## config.mk

```make
export PLATFORM = sky130hd
export DESIGN_NAME = tile_shape_cfg
export DESIGN_NICKNAME = d
export VERILOG_FILES = /design/src/rtl/tcfg_pkg.sv /design/src/rtl/tcfg_loader.sv /design/src/rtl/tcfg_readback.sv /design/src/rtl/tile_shape_cfg.sv
export SDC_FILE = /design/constraint.sdc
export NUM_CORES = 1
export LEC_CHECK = 0
export BUFFER_PORTS_ARGS = -buffer_cell sky130_fd_sc_hd__buf_4
export CORE_MARGIN = 3
export CORE_UTILIZATION = 45
export CTS_CLUSTER_SIZE = 12
export DETAILED_ROUTE_END_ITERATION = 8
export GPL_TIMING_DRIVEN = 0
export PLACE_DENSITY = 0.67
export SYNTH_ARGS = -nofsm -noshare
export SYNTH_HDL_FRONTEND = slang
export SYNTH_SLANG_ARGS = --single-unit
export TNS_END_PERCENT = 20
```

## constraint.sdc

```tcl
create_clock -name clk -period 3.4 [get_ports clk]
set_clock_uncertainty 0.05 [all_clocks]
set_input_delay 0.51 -clock clk [delete_from_list [all_inputs] [get_ports clk]]
set_output_delay 0.51 -clock clk [all_outputs]
set_load 0.05 [all_outputs]
```

## src/rtl/tcfg_pkg.sv

```systemverilog
package tcfg_pkg;
   localparam int IMG_BYTES = 64;
   localparam int RSV_LAST  = 15;
   localparam int BPR_BASE  = 16;
   localparam int ROWS_BASE = 48;
   localparam int TILE_CAP  = 8;
   localparam int ROW_W     = 8;
   localparam int BPR_W     = 16;
   typedef logic [5:0] img_idx_t;
endpackage

```

## src/rtl/tcfg_loader.sv

```systemverilog
module tcfg_loader
   import tcfg_pkg::*;
#(
   parameter int NT       = 8,
   parameter int MAX_ROWS = 16,
   parameter int MAX_BPR  = 64
)(
   input  logic                        clk,
   input  logic                        rst_n,
   input  logic                        in_vld,
   input  logic [7:0]                  in_byte,
   input  logic                        abort,
   output logic                        done,
   output logic                        img_ok,
   output logic [7:0]                  pal,
   output logic [NT-1:0][ROW_W-1:0]    rows,
   output logic [NT-1:0][BPR_W-1:0]    bpr
);
   localparam logic [ROW_W-1:0] ROW_LIM = ROW_W'(MAX_ROWS);
   localparam logic [BPR_W-1:0] BPR_LIM = BPR_W'(MAX_BPR);

   img_idx_t                   idx;
   logic [7:0]                 pal_q;
   logic                       rsv_q, rsv_n;
   logic [NT-1:0][ROW_W-1:0]   rows_q;
   logic [NT-1:0][BPR_W-1:0]   bpr_q;
   logic [NT-1:0]              tile_good;

   always_comb begin
      pal   = pal_q;
      rows  = rows_q;
      bpr   = bpr_q;
      rsv_n = rsv_q;
      if (in_vld) begin
         if (idx == '0) begin
            pal   = in_byte;
            rsv_n = 1'b0;
         end else if (int'(idx) <= RSV_LAST && in_byte != 8'd0) begin
            rsv_n = 1'b1;
         end
         for (int t = 0; t < NT; t++) begin
            if (int'(idx) == BPR_BASE + 2*t)     bpr[t][7:0]  = in_byte;
            if (int'(idx) == BPR_BASE + 2*t + 1) bpr[t][15:8] = in_byte;
            if (int'(idx) == ROWS_BASE + t)      rows[t]      = in_byte;
         end
      end
   end

   for (genvar t = 0; t < NT; t++) begin : g_chk
      assign tile_good[t] = (rows[t] <= ROW_LIM) && (bpr[t] <= BPR_LIM) && (bpr[t][1:0] == 2'b00);
   end

   assign img_ok = (pal == 8'd0) || (pal == 8'd1 && !rsv_n && (&tile_good));
   assign done   = in_vld && (idx == img_idx_t'(IMG_BYTES - 1)) && !abort;

   always_ff @(posedge clk or negedge rst_n) begin
      if (!rst_n) begin
         idx    <= '0;
         pal_q  <= '0;
         rsv_q  <= 1'b0;
         rows_q <= '0;
         bpr_q  <= '0;
      end else if (abort) begin
         idx    <= '0;
      end else if (in_vld) begin
         idx    <= idx + 6'd1;
         pal_q  <= pal;
         rsv_q  <= rsv_n;
         rows_q <= rows;
         bpr_q  <= bpr;
      end
   end

   assert_idx_restart_R2: assert property (@(posedge clk) disable iff (!rst_n)
      done |=> (idx == '0));
   assert_abort_restart_R7: assert property (@(posedge clk) disable iff (!rst_n)
      abort |=> (idx == '0));
endmodule

```

## src/rtl/tcfg_readback.sv

```systemverilog
module tcfg_readback
   import tcfg_pkg::*;
#(
   parameter int NT = 8
)(
   input  logic                      clk,
   input  logic                      rst_n,
   input  logic                      start,
   input  logic                      configured,
   input  logic [NT-1:0][ROW_W-1:0]  rows,
   input  logic [NT-1:0][BPR_W-1:0]  bpr,
   output logic                      out_vld,
   output logic [7:0]                out_byte
);
   logic     active;
   img_idx_t pos;
   logic [7:0] sel;

   always_comb begin
      sel = 8'd0;
      if (pos == '0) sel = {7'd0, configured};
      for (int t = 0; t < NT; t++) begin
         if (int'(pos) == BPR_BASE + 2*t)     sel = bpr[t][7:0];
         if (int'(pos) == BPR_BASE + 2*t + 1) sel = bpr[t][15:8];
         if (int'(pos) == ROWS_BASE + t)      sel = rows[t];
      end
   end

   assign out_vld  = active;
   assign out_byte = active ? sel : 8'd0;

   always_ff @(posedge clk or negedge rst_n) begin
      if (!rst_n) begin
         active <= 1'b0;
         pos    <= '0;
      end else if (active) begin
         pos <= pos + 6'd1;
         if (pos == img_idx_t'(IMG_BYTES - 1)) active <= 1'b0;
      end else if (start) begin
         active <= 1'b1;
         pos    <= '0;
      end
   end

   assert_rd_zero_unconf_R9: assert property (@(posedge clk) disable iff (!rst_n)
      (out_vld && !configured) |-> (out_byte == 8'd0));
   assert_rd_first_byte_R8: assert property (@(posedge clk) disable iff (!rst_n)
      (!active && start) |=> (out_vld && pos == '0));
endmodule

```

## src/rtl/tile_shape_cfg.sv

```systemverilog
module tile_shape_cfg
   import tcfg_pkg::*;
#(
   parameter int NUM_TILES = 8,
   parameter int MAX_ROWS  = 16,
   parameter int MAX_BPR   = 64
)(
   input  logic                          clk,
   input  logic                          rst_n,
   input  logic                          ld_valid,
   input  logic [7:0]                    ld_byte,
   input  logic                          release_req,
   input  logic                          rd_start,
   output logic                          rd_valid,
   output logic [7:0]                    rd_byte,
   output logic [NUM_TILES*ROW_W-1:0]    tile_rows,
   output logic [NUM_TILES*BPR_W-1:0]    tile_bpr,
   output logic                          cfg_valid,
   output logic                          fault,
   output logic [NUM_TILES-1:0]          zero_req
);
   if (NUM_TILES < 1 || NUM_TILES > TILE_CAP) begin : g_bad_tiles
      $error("NUM_TILES must be 1..8");
   end
   if (MAX_ROWS < 1 || MAX_ROWS > 255 || MAX_BPR < 4 || MAX_BPR > 65535) begin : g_bad_limits
      $error("shape limits out of field range");
   end

   logic                             ld_done, ld_ok;
   logic [7:0]                       ld_pal;
   logic [NUM_TILES-1:0][ROW_W-1:0]  ld_rows, act_rows;
   logic [NUM_TILES-1:0][BPR_W-1:0]  ld_bpr, act_bpr;

   tcfg_loader #(.NT(NUM_TILES), .MAX_ROWS(MAX_ROWS), .MAX_BPR(MAX_BPR)) u_load (
      .clk(clk), .rst_n(rst_n), .in_vld(ld_valid), .in_byte(ld_byte), .abort(release_req),
      .done(ld_done), .img_ok(ld_ok), .pal(ld_pal), .rows(ld_rows), .bpr(ld_bpr));

   tcfg_readback #(.NT(NUM_TILES)) u_rd (
      .clk(clk), .rst_n(rst_n), .start(rd_start), .configured(cfg_valid),
      .rows(act_rows), .bpr(act_bpr), .out_vld(rd_valid), .out_byte(rd_byte));

   always_ff @(posedge clk or negedge rst_n) begin
      if (!rst_n) begin
         act_rows  <= '0;
         act_bpr   <= '0;
         cfg_valid <= 1'b0;
         fault     <= 1'b0;
         zero_req  <= '0;
      end else begin
         fault    <= 1'b0;
         zero_req <= '0;
         if (release_req || (ld_done && ld_ok && ld_pal == 8'd0)) begin
            act_rows  <= '0;
            act_bpr   <= '0;
            cfg_valid <= 1'b0;
            zero_req  <= '1;
         end else if (ld_done && !ld_ok) begin
            fault <= 1'b1;
         end else if (ld_done) begin
            act_rows  <= ld_rows;
            act_bpr   <= ld_bpr;
            cfg_valid <= 1'b1;
         end
      end
   end

   assign tile_rows = act_rows;
   assign tile_bpr  = act_bpr;

   assert_fault_single_R5: assert property (@(posedge clk) disable iff (!rst_n)
      fault |=> !fault);
   assert_fault_keeps_cfg_R5: assert property (@(posedge clk) disable iff (!rst_n)
      fault |-> ($stable(act_rows) && $stable(act_bpr) && $stable(cfg_valid)));
   assert_cfg_rise_R3: assert property (@(posedge clk) disable iff (!rst_n)
      $rose(cfg_valid) |-> $past(ld_done && ld_ok && ld_pal == 8'd1));
   assert_zero_all_R4: assert property (@(posedge clk) disable iff (!rst_n)
      (zero_req != '0) |-> ((&zero_req) && !cfg_valid && !fault));
   assert_release_wins_R7: assert property (@(posedge clk) disable iff (!rst_n)
      release_req |=> ((&zero_req) && !fault && !cfg_valid));
   for (genvar t = 0; t < NUM_TILES; t++) begin : g_bound
      assert_shape_bound_R10: assert property (@(posedge clk) disable iff (!rst_n)
         cfg_valid |-> (act_rows[t] <= ROW_W'(MAX_ROWS) && act_bpr[t] <= BPR_W'(MAX_BPR)));
   end
endmodule

```

Word level (Yosys, flattened, before mapping)
Index checks and enable logic that the tools add are counted.

Flip-flop bits (word level): 416. Logic and storage cells: 235. Input port bits: 13.

Bitwise operators: 1. Multiplexer cells: 76. Add/sub/neg operators: 2. Magnitude comparators: 17. Reduce and logical (&&, ||, !) cells: 47. Eq/ne operators: 52.

Operators by type and width (count): 128-bit 2-to-1 mux (4); 8-bit 2-to-1 mux (52); 64-bit 2-to-1 mux (4); 6-bit equality test (second input constant) (34); 16-bit by 7-bit less-or-equal comparator with 1-bit output (second input constant) (8); 6-bit by 5-bit equality test with 1-bit output (second input constant) (16); 8-bit by 5-bit less-or-equal comparator with 1-bit output (second input constant) (8); 1-bit logical AND (24); 6-bit 2-to-1 mux (4); 2-bit zero test (8); 6-bit by 1-bit adder with 6-bit output (second input constant) (2); 6-bit zero test (2); 1-bit 2-to-1 mux (12); 8-bit by 1-bit equality test with 1-bit output (second input constant) (1); 8-bit zero test (1); 8-bit AND reduction (1); 8-bit nonzero test (1); 6-bit by 4-bit less-or-equal comparator with 1-bit output (second input constant) (1); 2-bit nonzero test (3); 2-bit AND reduction (2); 1-bit zero test (3); 1-bit logical OR (2); 2-bit != test (second input constant) (1); 1-bit NOT (1).

Longest topological paths before layout
Gate-level depths: netlist of run 1.

Depth in word-level cells: 27. Mapped depth: 14. Depth with buffers taken out: 10.

Modules after synthesis
A second synthesis of run 1 with hierarchy kept.

Cell total of the unflattened synthesis: 2364. Area total of the unflattened synthesis: 21993.6 µm².

Modules (own cells, without submodules): tcfg_loader (cells each 1471, times used 1, area each 11989.0 µm²); tile_shape_cfg (cells each 447, times used 1, area each 7006.7 µm²); tcfg_readback (cells each 446, times used 1, area each 2997.9 µm²).

Worst setup path before layout of run 1
No wires, ideal clock.

Kind: register to output. From: reg u_rd.pos[2]. To: out rd_byte[1]. Path slack: -446 ps. Arrival: 3286 ps. Stages on the path, launching flop included: 12. Data required time: 2840 ps. Buffers on the path: 3. Cells stage by stage: dfrtp_1 > clkbuf_1 > nor4bb_1 > clkbuf_1 > and2_1 > clkbuf_1 > a222oi_1 > o311a_1 > o21a_1 > a31oi_1 > a211oi_1 > nor3_1.

Cells in the longest elaborated chain, start to end: 26. Elaborated cells on any way between the ends: 49. Those cells by class: eq/ne: 24; mux: 25.

RTL lines: start: declaration (line tcfg_readback.sv:16) `img_idx_t pos;`; start signal: assignment (line tcfg_readback.sv:37) `pos <= pos + 6'd1;`; 6-bit equality test (line tcfg_readback.sv:23) `if (int'(pos) == BPR_BASE + 2*t) sel = bpr[t][7:0];`; 8-bit 2-to-1 mux (line tcfg_readback.sv:23); 8-bit 2-to-1 mux (line tcfg_readback.sv:24) `if (int'(pos) == BPR_BASE + 2*t + 1) sel = bpr[t][15:8];`; 8-bit 2-to-1 mux (line tcfg_readback.sv:25) `if (int'(pos) == ROWS_BASE + t) sel = rows[t];`; 8-bit 2-to-1 mux (line tcfg_readback.sv:23); 8-bit 2-to-1 mux (line tcfg_readback.sv:24); 8-bit 2-to-1 mux (line tcfg_readback.sv:25); 8-bit 2-to-1 mux (line tcfg_readback.sv:23); (+10 left out); 8-bit 2-to-1 mux (line tcfg_readback.sv:25); 8-bit 2-to-1 mux (line tcfg_readback.sv:23); 8-bit 2-to-1 mux (line tcfg_readback.sv:24); 8-bit 2-to-1 mux (line tcfg_readback.sv:25); 8-bit 2-to-1 mux (line tcfg_readback.sv:23); 8-bit 2-to-1 mux (line tcfg_readback.sv:24); 8-bit 2-to-1 mux (*) (line tcfg_readback.sv:25); 8-bit 2-to-1 mux (*) (line tcfg_readback.sv:30) `assign out_byte = active ? sel : 8'd0;`; end: declaration (line tile_shape_cfg.sv:15) `output logic [7:0] rd_byte,`.

Every way passes the cells marked *; elsewhere a longest branch is shown, timed or not.

Worst setup path in the final report of run 1
From: reg u_load.idx[4]. To: reg act_bpr (netlist bit tile_bpr[12]).

Cells in the longest elaborated chain, start to end: 14. Elaborated cells on any way between the ends: 119. Those cells by class: order compare: 17; eq/ne: 27; mux: 34; reduce/logical: 41.

RTL lines: start: declaration (line tcfg_loader.sv:22) `img_idx_t idx;`; start signal: assignment (line tcfg_loader.sv:66) `idx <= idx + 6'd1;`; 6-bit equality test, or another cell as far along (line tcfg_loader.sv:42) `if (int'(idx) == BPR_BASE + 2*t) bpr[t][7:0] = in_byte;`; 8-bit 2-to-1 mux, or another cell as far along (line tcfg_loader.sv:42); 128-bit 2-to-1 mux, or another cell as far along (line tcfg_loader.sv:34) `if (in_vld) begin`; 16-bit by 7-bit less-or-equal comparator with 1-bit output, or another cell as far along (line tcfg_loader.sv:50) `assign tile_good[t] = (rows[t] <= ROW_LIM) && (bpr[t] <= BPR_LIM) && (bpr[t][1:0] == 2'b00);`; 1-bit logical AND or 1-bit 2-to-1 mux (tied branches) (line tcfg_loader.sv:50, tcfg_loader.sv:34); 1-bit logical AND or 1-bit zero test (tied branches) (line tcfg_loader.sv:50, tcfg_loader.sv:53); 8-bit AND reduction or 1-bit logical AND (tied branches) (line tcfg_loader.sv:53) `assign img_ok = (pal == 8'd0) || (pal == 8'd1 && !rsv_n && (&tile_good));`; 1-bit logical AND (line tcfg_loader.sv:53); 1-bit logical OR (line tcfg_loader.sv:53); 1-bit logical AND (2 in a row) (line tile_shape_cfg.sv:52) `if (release_req || (ld_done && ld_ok && ld_pal == 8'd0)) begin`; 1-bit logical OR (line tile_shape_cfg.sv:52); 2-bit != test (no source line) or 2-bit nonzero test (tied branches); 2-bit AND reduction (no source line); end signal: assignment (line tile_shape_cfg.sv:61) `act_bpr <= ld_bpr;`; end: declaration (line tile_shape_cfg.sv:32) `logic [NUM_TILES-1:0][BPR_W-1:0] ld_bpr, act_bpr;`.

Several ways; a longest one is shown, not always the timed one. The select of a mux whose other input is x is not followed. A chain may end at the register's enable or synchronous reset.

==> results.md, run 1 <==
- Pwr/cell area: slightly above 500 nW/um2
- Worst EP required: 3.82 ns
- Worst-Skew Late Latency: 0.58 ns
- GRT Total Usage: 0.327
- Post-Place Cell Area: ~22000 um2
- Worst Max-Slew Pin Slew: between 1 and 1.5 ns
- Final Worst Setup Slack: -0.450 ns
- EDFF count, synth: 0
- Die span in x: around 210 um
- Synth cell count leaders: dfrtp_1 (409), mux2_2 (168), and2_1 (120)
- Syn_nets: approximately 1800
- Total power: approximately 13 mW
- Relative max-transition margin: 0.167
- Most frequent cell after synthesis: dfrtp_1
- CTS Buffer Depth: 3
- Clock root buffer: clkbuf_16
- Layout area overhead: 33.2%
- Max-cap violations: 0
- Leak: ~12 nW
- H-Tree Depth: 2
- Final Util: 0.614
- Congestion Overflow GR: 0
- Die H: between 200 and 250 um
- FF-to-FF path depth: 14
- Initial Utilization: 0.461
- Boundary pin count: ~220
- Synth Instances: roughly 1800
- Placement Setup Slack: -1.84 ns
- Delay-heaviest family, CP: simple AND/OR/NAND/NOR gates
- Final setup viols: 201
- Yosys top cell by area: dfrtp_1
- Synthesized cell area: approximately 20000 um2
- Core Area: roughly 43000 um2
- Crit-path most repeated cell: clkbuf_16
- Flops & latches, synth: just over 400
- Crit path kind: flop to flop
- Hpwl dp: about 57000 um
- First-pass GRT wire length: around 110000 um
- IO buf count: around 220
- Final count of pins violating max slew: 0
- Slowest stage delay, CP: between 0.4 and 0.5 ns
- DR iter-0 viols: between 1500 and 2000
- Ratio of cells with drive above 1 in the final layout: 0.401
- CP startpoint kind: flop
- Vias per cell: ~6.3
- Unique cell type count in the Yosys netlist: 72
- Total CTS buffers: 44
- Routability congestion estimate: between 0.9 and 1
- # diodes: 0
- Hold Slack: roughly 0.12 ns
- Final WL: 78600 um
- VDD IR max: 0.752 mV
- Final hold vios: 0
- Die area: 46100 um2
- # nets final: between 2000 and 2500
- Top cell type's share of synthesized area: 0.523
- Failing checks: negative setup slack
- Detail Route Antenna Nets: 0
- Post-DR wirelength/cell: approximately 29 um
- Final instance area: roughly 26000 um2
- Hold Path Class: input port to flop
- CP arrival: roughly 4.3 ns
- DR pass1 iterations: 5
- Crit. End Element: flop
- Fmax: roughly 0.26 GHz
- RSZ-0062 raised after global routing: true
- Register area share after synthesis: 0.523
- Top cells by area, synth: dfrtp_1 (52%), mux2_2 (9.7%), and2_1 (3.8%)
- Vias: roughly 17000
- Synth async-reset ratio: 1.00
- CP max-delay cell: or3b_4
- Final worst-path cycle share: 1.13
- Cell chain of the critical path: buf_6 > or3b_4 > clkbuf_16 > clkbuf_16 > o211ai_1 > o2111ai_2 > a2111oi_2 > nand4_1 > nor3_4 > a31oi_4 > buf_12 > buf_16 > clkbuf_16 > and2_4
- Largest net degree at the start of global routing: 106
- Synth warn: 0
- Synthesized area per cell: about 11 um2
- WP depth: 14
- Post-layout min period: roughly 3.8 ns
- CTS tree: built
- DRC: 0
- Status: complete, but fails checks
- Clock Sinks: between 400 and 500
- CP max FO: 7
- Hold Path Depth: 2
- Worst-path clk slew: ~0.06 ns
- CP bufs+invs: 6
- Top FF cell, synth: dfrtp_1
- Row count: 75
- Initial antenna violation count: 1
- Vias in the first global route: about 17000
## worst paths after layout
check                                 startpoint                to  slack (ns)
worst max-delay path               u_load.idx[4]      tile_bpr[12]       -0.45
worst min-delay path                    rd_start       u_rd.pos[1]        0.12
worst max register to register     u_load.idx[4]      tile_bpr[12]       -0.45
worst min register to register  u_load.bpr_q[64]  u_load.bpr_q[64]        0.43
max in group asynchronous                  rst_n     u_load.idx[3]        0.82
min in group asynchronous                  rst_n     tile_rows[45]        0.35
## registers in the layout, summed over array words and instances, names as in the netlist
signal and cells:
tile_bpr 128, u_load.bpr_q 128, tile_rows 64, u_load.rows_q 64, u_load.pal_q 8, u_load.idx 6
u_rd.pos 6, cfg_valid 1, fault 1, u_load.rsv_q 1, u_rd.out_vld 1, zero_req 1
## metrics by stage
stage	instances	TNS [ns]
6_report	2715	-79.58
5_1_grt	2715	-80.43
4_1_cts	2682	-73.65
3_3_place_gp	2570	-1283.86
2_1_floorplan	1774	-0.0291
3_5_place_dp	2575	-384.21
## layer usage
metal,GRT usage,vias to the layer above,share of wire
li1,-,7255,-
met4,0.101,0,0.029
met3,0.0568,147,0.082
met1,0.485,8860,0.44
met2,0.493,848,0.45
met5,0,-,0
## kinds of logic after synthesis
group                    synth area share
AND/OR/NAND/NOR                     0.139
adder cells (fa/ha/maj)           0.00511
AO/OA/AOI/OAI                       0.159
XOR/XNOR                          0.00134
flip-flops                          0.523
buffers and inverters              0.0410
multiplexers                        0.133
## final cells by class
type | instances | area (um2)
Buffer | 134 | 1040
Clock buffer | 69 | 1360
Clock inverter | 7 | 101
Fill cell | 3590 | 16400
Inverter | 19 | 75.1
Multi-Input combinational cell | 1200 | 9810
Sequential cell | 409 | 10200
Tap cell | 577 | 722
Timing Repair Buffer | 300 | 2740
## where the power goes
| part | total [mW] | leakage, nW | internal [mW] | switching (mW) |
|---|---|---|---|---|
| clock | 4.88 | 0.709 | 2.88 | 1.99 |
| sequential | 5.02 | 5.64 | 4.94 | 0.0757 |
| combinational | 3.25 | 5.61 | 1.18 | 2.07 |
| total | 13.1 | 12.0 | 9.01 | 4.14 |
## cell usage in the layout (no fill, tap or decap), drive strengths merged, types with 10 or more instances in the layout
| cell | synthesis | final |
|---|---|---|
| a211oi | 16 | 16 |
| a21oi | 58 | 58 |
| a221oi | 12 | 12 |
| and2 | 122 | 122 |
| and3 | 10 | 10 |
| buf | 47 | 343 |
| clkbuf | 99 | 159 |
| dfrtp | 409 | 409 |
| inv | 19 | 18 |
| mux2 | 168 | 168 |
| mux2i | 71 | 71 |
| nand2 | 104 | 104 |
| nand3 | 27 | 27 |
| nand3b | 10 | 10 |
| nand4 | 12 | 12 |
| nor2 | 99 | 99 |
| nor2b | 10 | 10 |
| nor3 | 44 | 44 |
| nor4 | 20 | 20 |
| o2111ai | 14 | 14 |
| o211ai | 14 | 14 |
| o21ai | 106 | 106 |
| o221ai | 17 | 17 |
| o22ai | 31 | 31 |
| o2bb2ai | 81 | 81 |
| o41ai | 13 | 13 |
| or3 | 10 | 10 |
## repair_timing
action                                  4_1_cts  5_1_grt
resized for setup                           269      179
endpoints found under the setup margin      241      290
hold buffers                                  1        0
buffers inserted                             37       22
gates cloned                                  3       14
pin swaps                                    52       36
endpoints found under the hold margin        43        0
No activity file was read; power rests on OpenSTA's default activity.
==> inputs of run 2 (changes only) <==
- clock period: 3.4 -> 3.1 ns (I/O delays scaled with it)
==> run 2 against run 1 <==
  * The run still ends with negative setup slack left
  * Global-route usage decreased by 1.0 points
  * Sequential share of layout area decreased by 0.77 points
  * Power increased by 12%
  * Largest cell class unchanged
==> results.md, run 2 (synthesis results as in run 1) <==
- Status: complete, but fails checks
- Failing checks: negative setup slack
- Vias: ~17000
- Fmax: approximately 0.26 GHz
- CP arrival: 4.21 ns
- Worst EP required: between 3 and 4 ns
- Cell chain of the critical path: buf_4 > buf_4 > nand3b_1 > buf_6 > o21ai_0 > o2111ai_1 > nor4_1 > nand4_1 > nor3_4 > a31oi_4 > buf_12 > clkbuf_16 > clkbuf_16 > o2bb2ai_1
- DRC: 0
- Max-cap violations: 0
- Largest net degree at the start of global routing: 93
- Row count: 75
- Vias in the first global route: roughly 17000
- Routability congestion estimate: about 1
- FF-to-FF path depth: 14
- Cells after DPL: about 2600
- # diodes: 0
- Post-layout min period: between 3 and 4 ns
- CTS tree: built
- VDD IR max: 0.414 mV
- CTS Buffer Depth: 3
- Most common cell after layout, fill and taps aside: dfrtp_1
- Leak: approximately 12 nW
- R2R Path End: tile_bpr[86]
- Relative max-transition margin: 0.161
- GRT Total Usage: 0.317
- Crit. Startpoint: u_load.idx[2]
- CP bufs+invs: 6
- Worst-Skew Late Latency: roughly 0.58 ns
- Final worst-path cycle share: 1.23
- Initial antenna violation count: 0
- Final WL: 77500 um
- Hold Path Class: input port to flop
- H-Tree Depth: 2
- Post-DR wirelength/cell: about 28 um
- Ratio of cells with drive above 1 in the final layout: 0.424
- RR Startpoint: u_load.idx[2]
- Worst Max-Slew Pin Slew: 1.24 ns
- Total CTS buffers: 45
- Crit path kind: flop to flop
- First-pass GRT wire length: ~110000 um
- Non-Filler Instances: about 2700
- Worst setup path endpoint: tile_bpr[86]
- DR iter-0 viols: around 1800
- RSZ-0062 raised after global routing: true
- IO buf count: approximately 220
- Setup TNS: -130.83 ns
- CP max FO: 10
- Pwr/cell area: about 550 nW/um2
- Clock Sinks: 409
- Vias per cell: approximately 6.3
- Die H: ~210 um
- Hpwl dp: 54800 um
- WP depth: 14
- Delay-heaviest family, CP: simple AND/OR/NAND/NOR gates
- CP startpoint kind: flop
- Detail Route Antenna Nets: 0
- Final Util: 0.626
- Clock root buffer: clkbuf_16
- Hold Slack: 0.0431 ns
- Crit. End Element: flop
- Worst-path clk slew: around 0.06 ns
- Final hold vios: 0
- Congestion Overflow GR: 0
- Layout area overhead: 35.9%
- Final Worst Setup Slack: -0.710 ns
- Die span in x: ~210 um
- Slowest stage delay, CP: a little over 0.4 ns
- CP max-delay cell: dfrtp_1
- Initial Utilization: 0.461
- Reg-to-reg slack, setup: -0.71 ns
- Boundary pin count: 224
- Most frequent cells in the layout: dfrtp_1 (404), buf_4 (292), mux2_2 (168)
- Die area: roughly 46000 um2
- DR pass1 iterations: 6
- # nets final: 2142
- Final setup viols: 202
- Core Area: 42500 um2
- Final count of pins violating max slew: 0
-- run 2: worst min path at each step --
| stage | start | end | slack [ns] | depth (start not counted) |
|---|---|---|---|---|
| after floorplan | rst_n | cfg_valid | 0.12 | 0 |
| after global placement | u_load.rsv_q | u_load.rsv_q | 0.41 | 2 |
| after detailed placement | u_load.rsv_q | u_load.rsv_q | 0.42 | 2 |
| after CTS | rd_start | u_rd.pos[1] | 0.01 | 2 |
| after global routing | rd_start | u_rd.pos[1] | 0.04 | 2 |
| final | rd_start | u_rd.pos[1] | 0.04 | 2 |
-- run 2: what timing repair did --
item	4_1_cts	5_1_grt
gates resized for setup	244	237
cloned	1	17
hold buffers	1	0
endpoints found under the hold margin	85	0
pin swaps	60	41
setup endpoints to repair	311	295
setup buffers	48	23
-- run 2: layout make-up --
class	instances	area, um2
Timing Repair Buffer	314	2850
Tap cell	577	722
Clock inverter	10	135
Multi-Input combinational cell	1200	10200
Sequential cell	409	10200
Fill cell	3390	15900
Clock buffer	69	1340
Buffer	132	1020
Inverter	19	76.3
-- run 2: power by group --
part	internal, mW	leakage, nW	switching (mW)
registers	5.42	5.64	0.0941
logic	1.45	5.77	2.34
clock network	3.14	0.718	2.22
total	10.0	12.1	4.65
-- run 2: metal layers --
metal | up-vias | track usage | part of all wire
met5 | - | 0 | 0
met4 | 0 | 0.135 | 0.052
met3 | 212 | 0.0547 | 0.069
met2 | 867 | 0.514 | 0.47
met1 | 8725 | 0.423 | 0.41
li1 | 7300 | - | -
-- run 2: through the flow --
stage               power [mW]  area [um2]  worst slack [ns]
finish                    14.7       26600            -0.710
global route              15.1       26600            -0.745
global placement          8.10       22200             -2.42
floorplan                 7.17       19900            -0.203
CTS                       14.4       25100            -0.777
detailed placement        8.13       22400             -1.76
==> inputs of run 3 (changes only) <==
==> constraint.sdc (replaced) <==
create_clock -name clk -period 3.1 [get_ports clk]
set_clock_uncertainty 0.05 [all_clocks]
set_input_delay 0.155 -clock clk [delete_from_list [all_inputs] [get_ports clk]]
set_output_delay 0.155 -clock clk [all_outputs]
set_load 0.05 [all_outputs]
==> run 3 against run 2 <==
  * The run still ends with negative setup slack left
  * Die area stayed put
  * Register-to-register slack gained 0.03 ns
  * Via count down 3.6%
  * Critical path type unchanged
  * Sequential power is essentially flat
  * Cell count shrank 2.3%
  * Sequential share of layout area is 2.7 points higher
  * Hold slack better by 0.13 ns
  * Global-route usage is 0.63 points lower
  * Utilization down 4.1 points
==> results.md, run 3 (synthesis results as in run 1) <==
- Vias: 16500
- Final Worst Setup Slack: -0.676 ns
- Fmax: 0.265 GHz
- DR top layer: met4
- Hold Slack: ~0.18 ns
- Initial antenna violation count: 0
- Vias per cell: approximately 6.2
- IO buf count: between 200 and 250
- # diodes: 0
- CTS tree: built
- CP startpoint kind: flop
- Final instance area: 24900 um2
- Die span in x: around 210 um
- Clock Sinks: just over 400
- Final setup viols: about 200
- Post-DR wirelength/cell: between 20 and 30 um
- M1 WL: 31200 um
- Final WL: between 70000 and 80000 um
- Detail Route Antenna Nets: 0
- Pwr/cell area: 546 nW/um2
- Final hold vios: 0
- # nets final: ~2100
- CP max FO: 10
- Leak: around 11 nW
- DRC: 0
- Hpwl dp: 54300 um
- RSZ-0062 raised after global routing: true
- Worst Max-Slew Pin Slew: 1.10 ns
- DR pass1 iterations: 5
- Most frequent cells in the layout: dfrtp_1 (404), buf_4 (250), mux2_2 (168)
- Post-Place Cell Area: about 22000 um2
- Row count: between 70 and 80
- WL met3: around 4700 um
- VDD IR max: 0.403 mV
- Initial Utilization: 0.461
- Total CTS buffers: 45
- CP arrival: between 4 and 5 ns
- Die area: between 40000 and 50000 um2
- Metal2 WL: 33600 um
- Max-cap violations: 0
- Core Area: 42500 um2
- Congestion Overflow GR: 0
- Worst-path clk slew: about 0.060 ns
- Failing checks: negative setup slack
- Post-layout min period: 3.78 ns
- Crit path kind: flop to flop
- Ratio of cells with drive above 1 in the final layout: 0.343
- Largest net degree at the start of global routing: between 100 and 150
- Crit. End Element: flop
- Worst EP required: between 3 and 4 ns
- First-pass GRT wire length: ~110000 um
- Final count of pins violating max slew: 0
- Final worst-path cycle share: 1.22
- Hold Path Class: input port to flop
- Most common cell after layout, fill and taps aside: dfrtp_1
- RR Startpoint: u_load.idx[2]
- DR iter-0 viols: between 1500 and 2000
- CTS Buffer Depth: 3
- Status: complete, but fails checks
- Hold Startpoint: ld_byte[3]
- GRT Total Usage: 0.311
- Routability congestion estimate: 0.989
- Crit. Startpoint: u_load.idx[2]
- Clock root buffer: clkbuf_16
- Layout area overhead: 27.0%
- H-Tree Depth: 2
- Boundary pin count: between 200 and 250
- Die H: roughly 210 um
- Vias in the first global route: ~16000
- Worst-Skew Late Latency: ~0.59 ns
- Relative max-transition margin: 0.260
-- run 3: cell type report --
type                       instances  area [um2]
clock inverter                    11         110
multi-input combinational       1200        9450
buffer                           136         890
fill                            3660       17600
inverter                          19        71.3
timing repair buffer             250        2080
clock buffer                      65        1300
tap                              577         722
sequential                       409       10200
-- run 3: what timing repair did --
action | 4_1_cts | 5_1_grt
endpoints found under the setup margin | 271 | 239
hold buffers | 3 | 0
buffers inserted | 12 | 6
hold endpoints to repair | 128 | 0
gates resized for setup | 130 | 122
gates cloned | 2 | 4
pin swaps | 10 | 20
-- run 3: final timing paths --
check | end | slack [ns] | depth (start not counted)
min in group asynchronous | tile_rows[62] | 0.23 | 2
max reg2reg | tile_rows[16] | -0.68 | 15
max in group asynchronous | u_load.idx[1] | 1.55 | 3
max | tile_rows[16] | -0.68 | 15
min reg2reg | u_load.rsv_q | 0.43 | 2
min | u_load.rsv_q | 0.18 | 5
-- run 3: critical path, cell delays in order, from the launching register on --
cell and delay (ns):
dfrtp_1 0.41, buf_2 0.21, buf_4 0.20, nand3b_1 0.26, buf_6 0.20, buf_4 0.20, o21ai_1 0.16, o2111ai_1 0.16
nor4_2 0.37, nand4_1 0.28, nor3_4 0.28, a31oi_4 0.24, buf_12 0.21, buf_16 0.14, clkbuf_16 0.15, o2bb2ai_1 0.12
-- run 3: per-layer routing --
metal,vias to the layer above,global-route usage
met5,-,0
met4,0,0.139
met3,205,0.0536
met2,757,0.494
met1,8358,0.420
li1,7167,-
-- run 3: power breakdown --
group / internal, mW / switching [mW] / leakage, nW
sequential: 5.42 / 0.0894 / 5.64
clock: 3.00 / 2.19 / 0.700
combinational: 0.904 / 1.98 / 5.02
total: 9.33 / 4.26 / 11.4
-- run 3: stage by stage --
stage	setup TNS, ns	util	power [mW]	setup slack (ns)	std cells
2_1_floorplan	-30.85	-	7.13	-0.174	1774
3_3_place_gp	-1254.80	0.522	8.06	-2.06	2570
3_5_place_dp	-417.68	0.525	8.10	-2.01	2574
4_1_cts	-145.20	0.572	13.4	-0.797	2659
5_1_grt	-129.42	0.585	14.1	-0.721	2667
6_report	-118.93	0.585	13.6	-0.676	2667
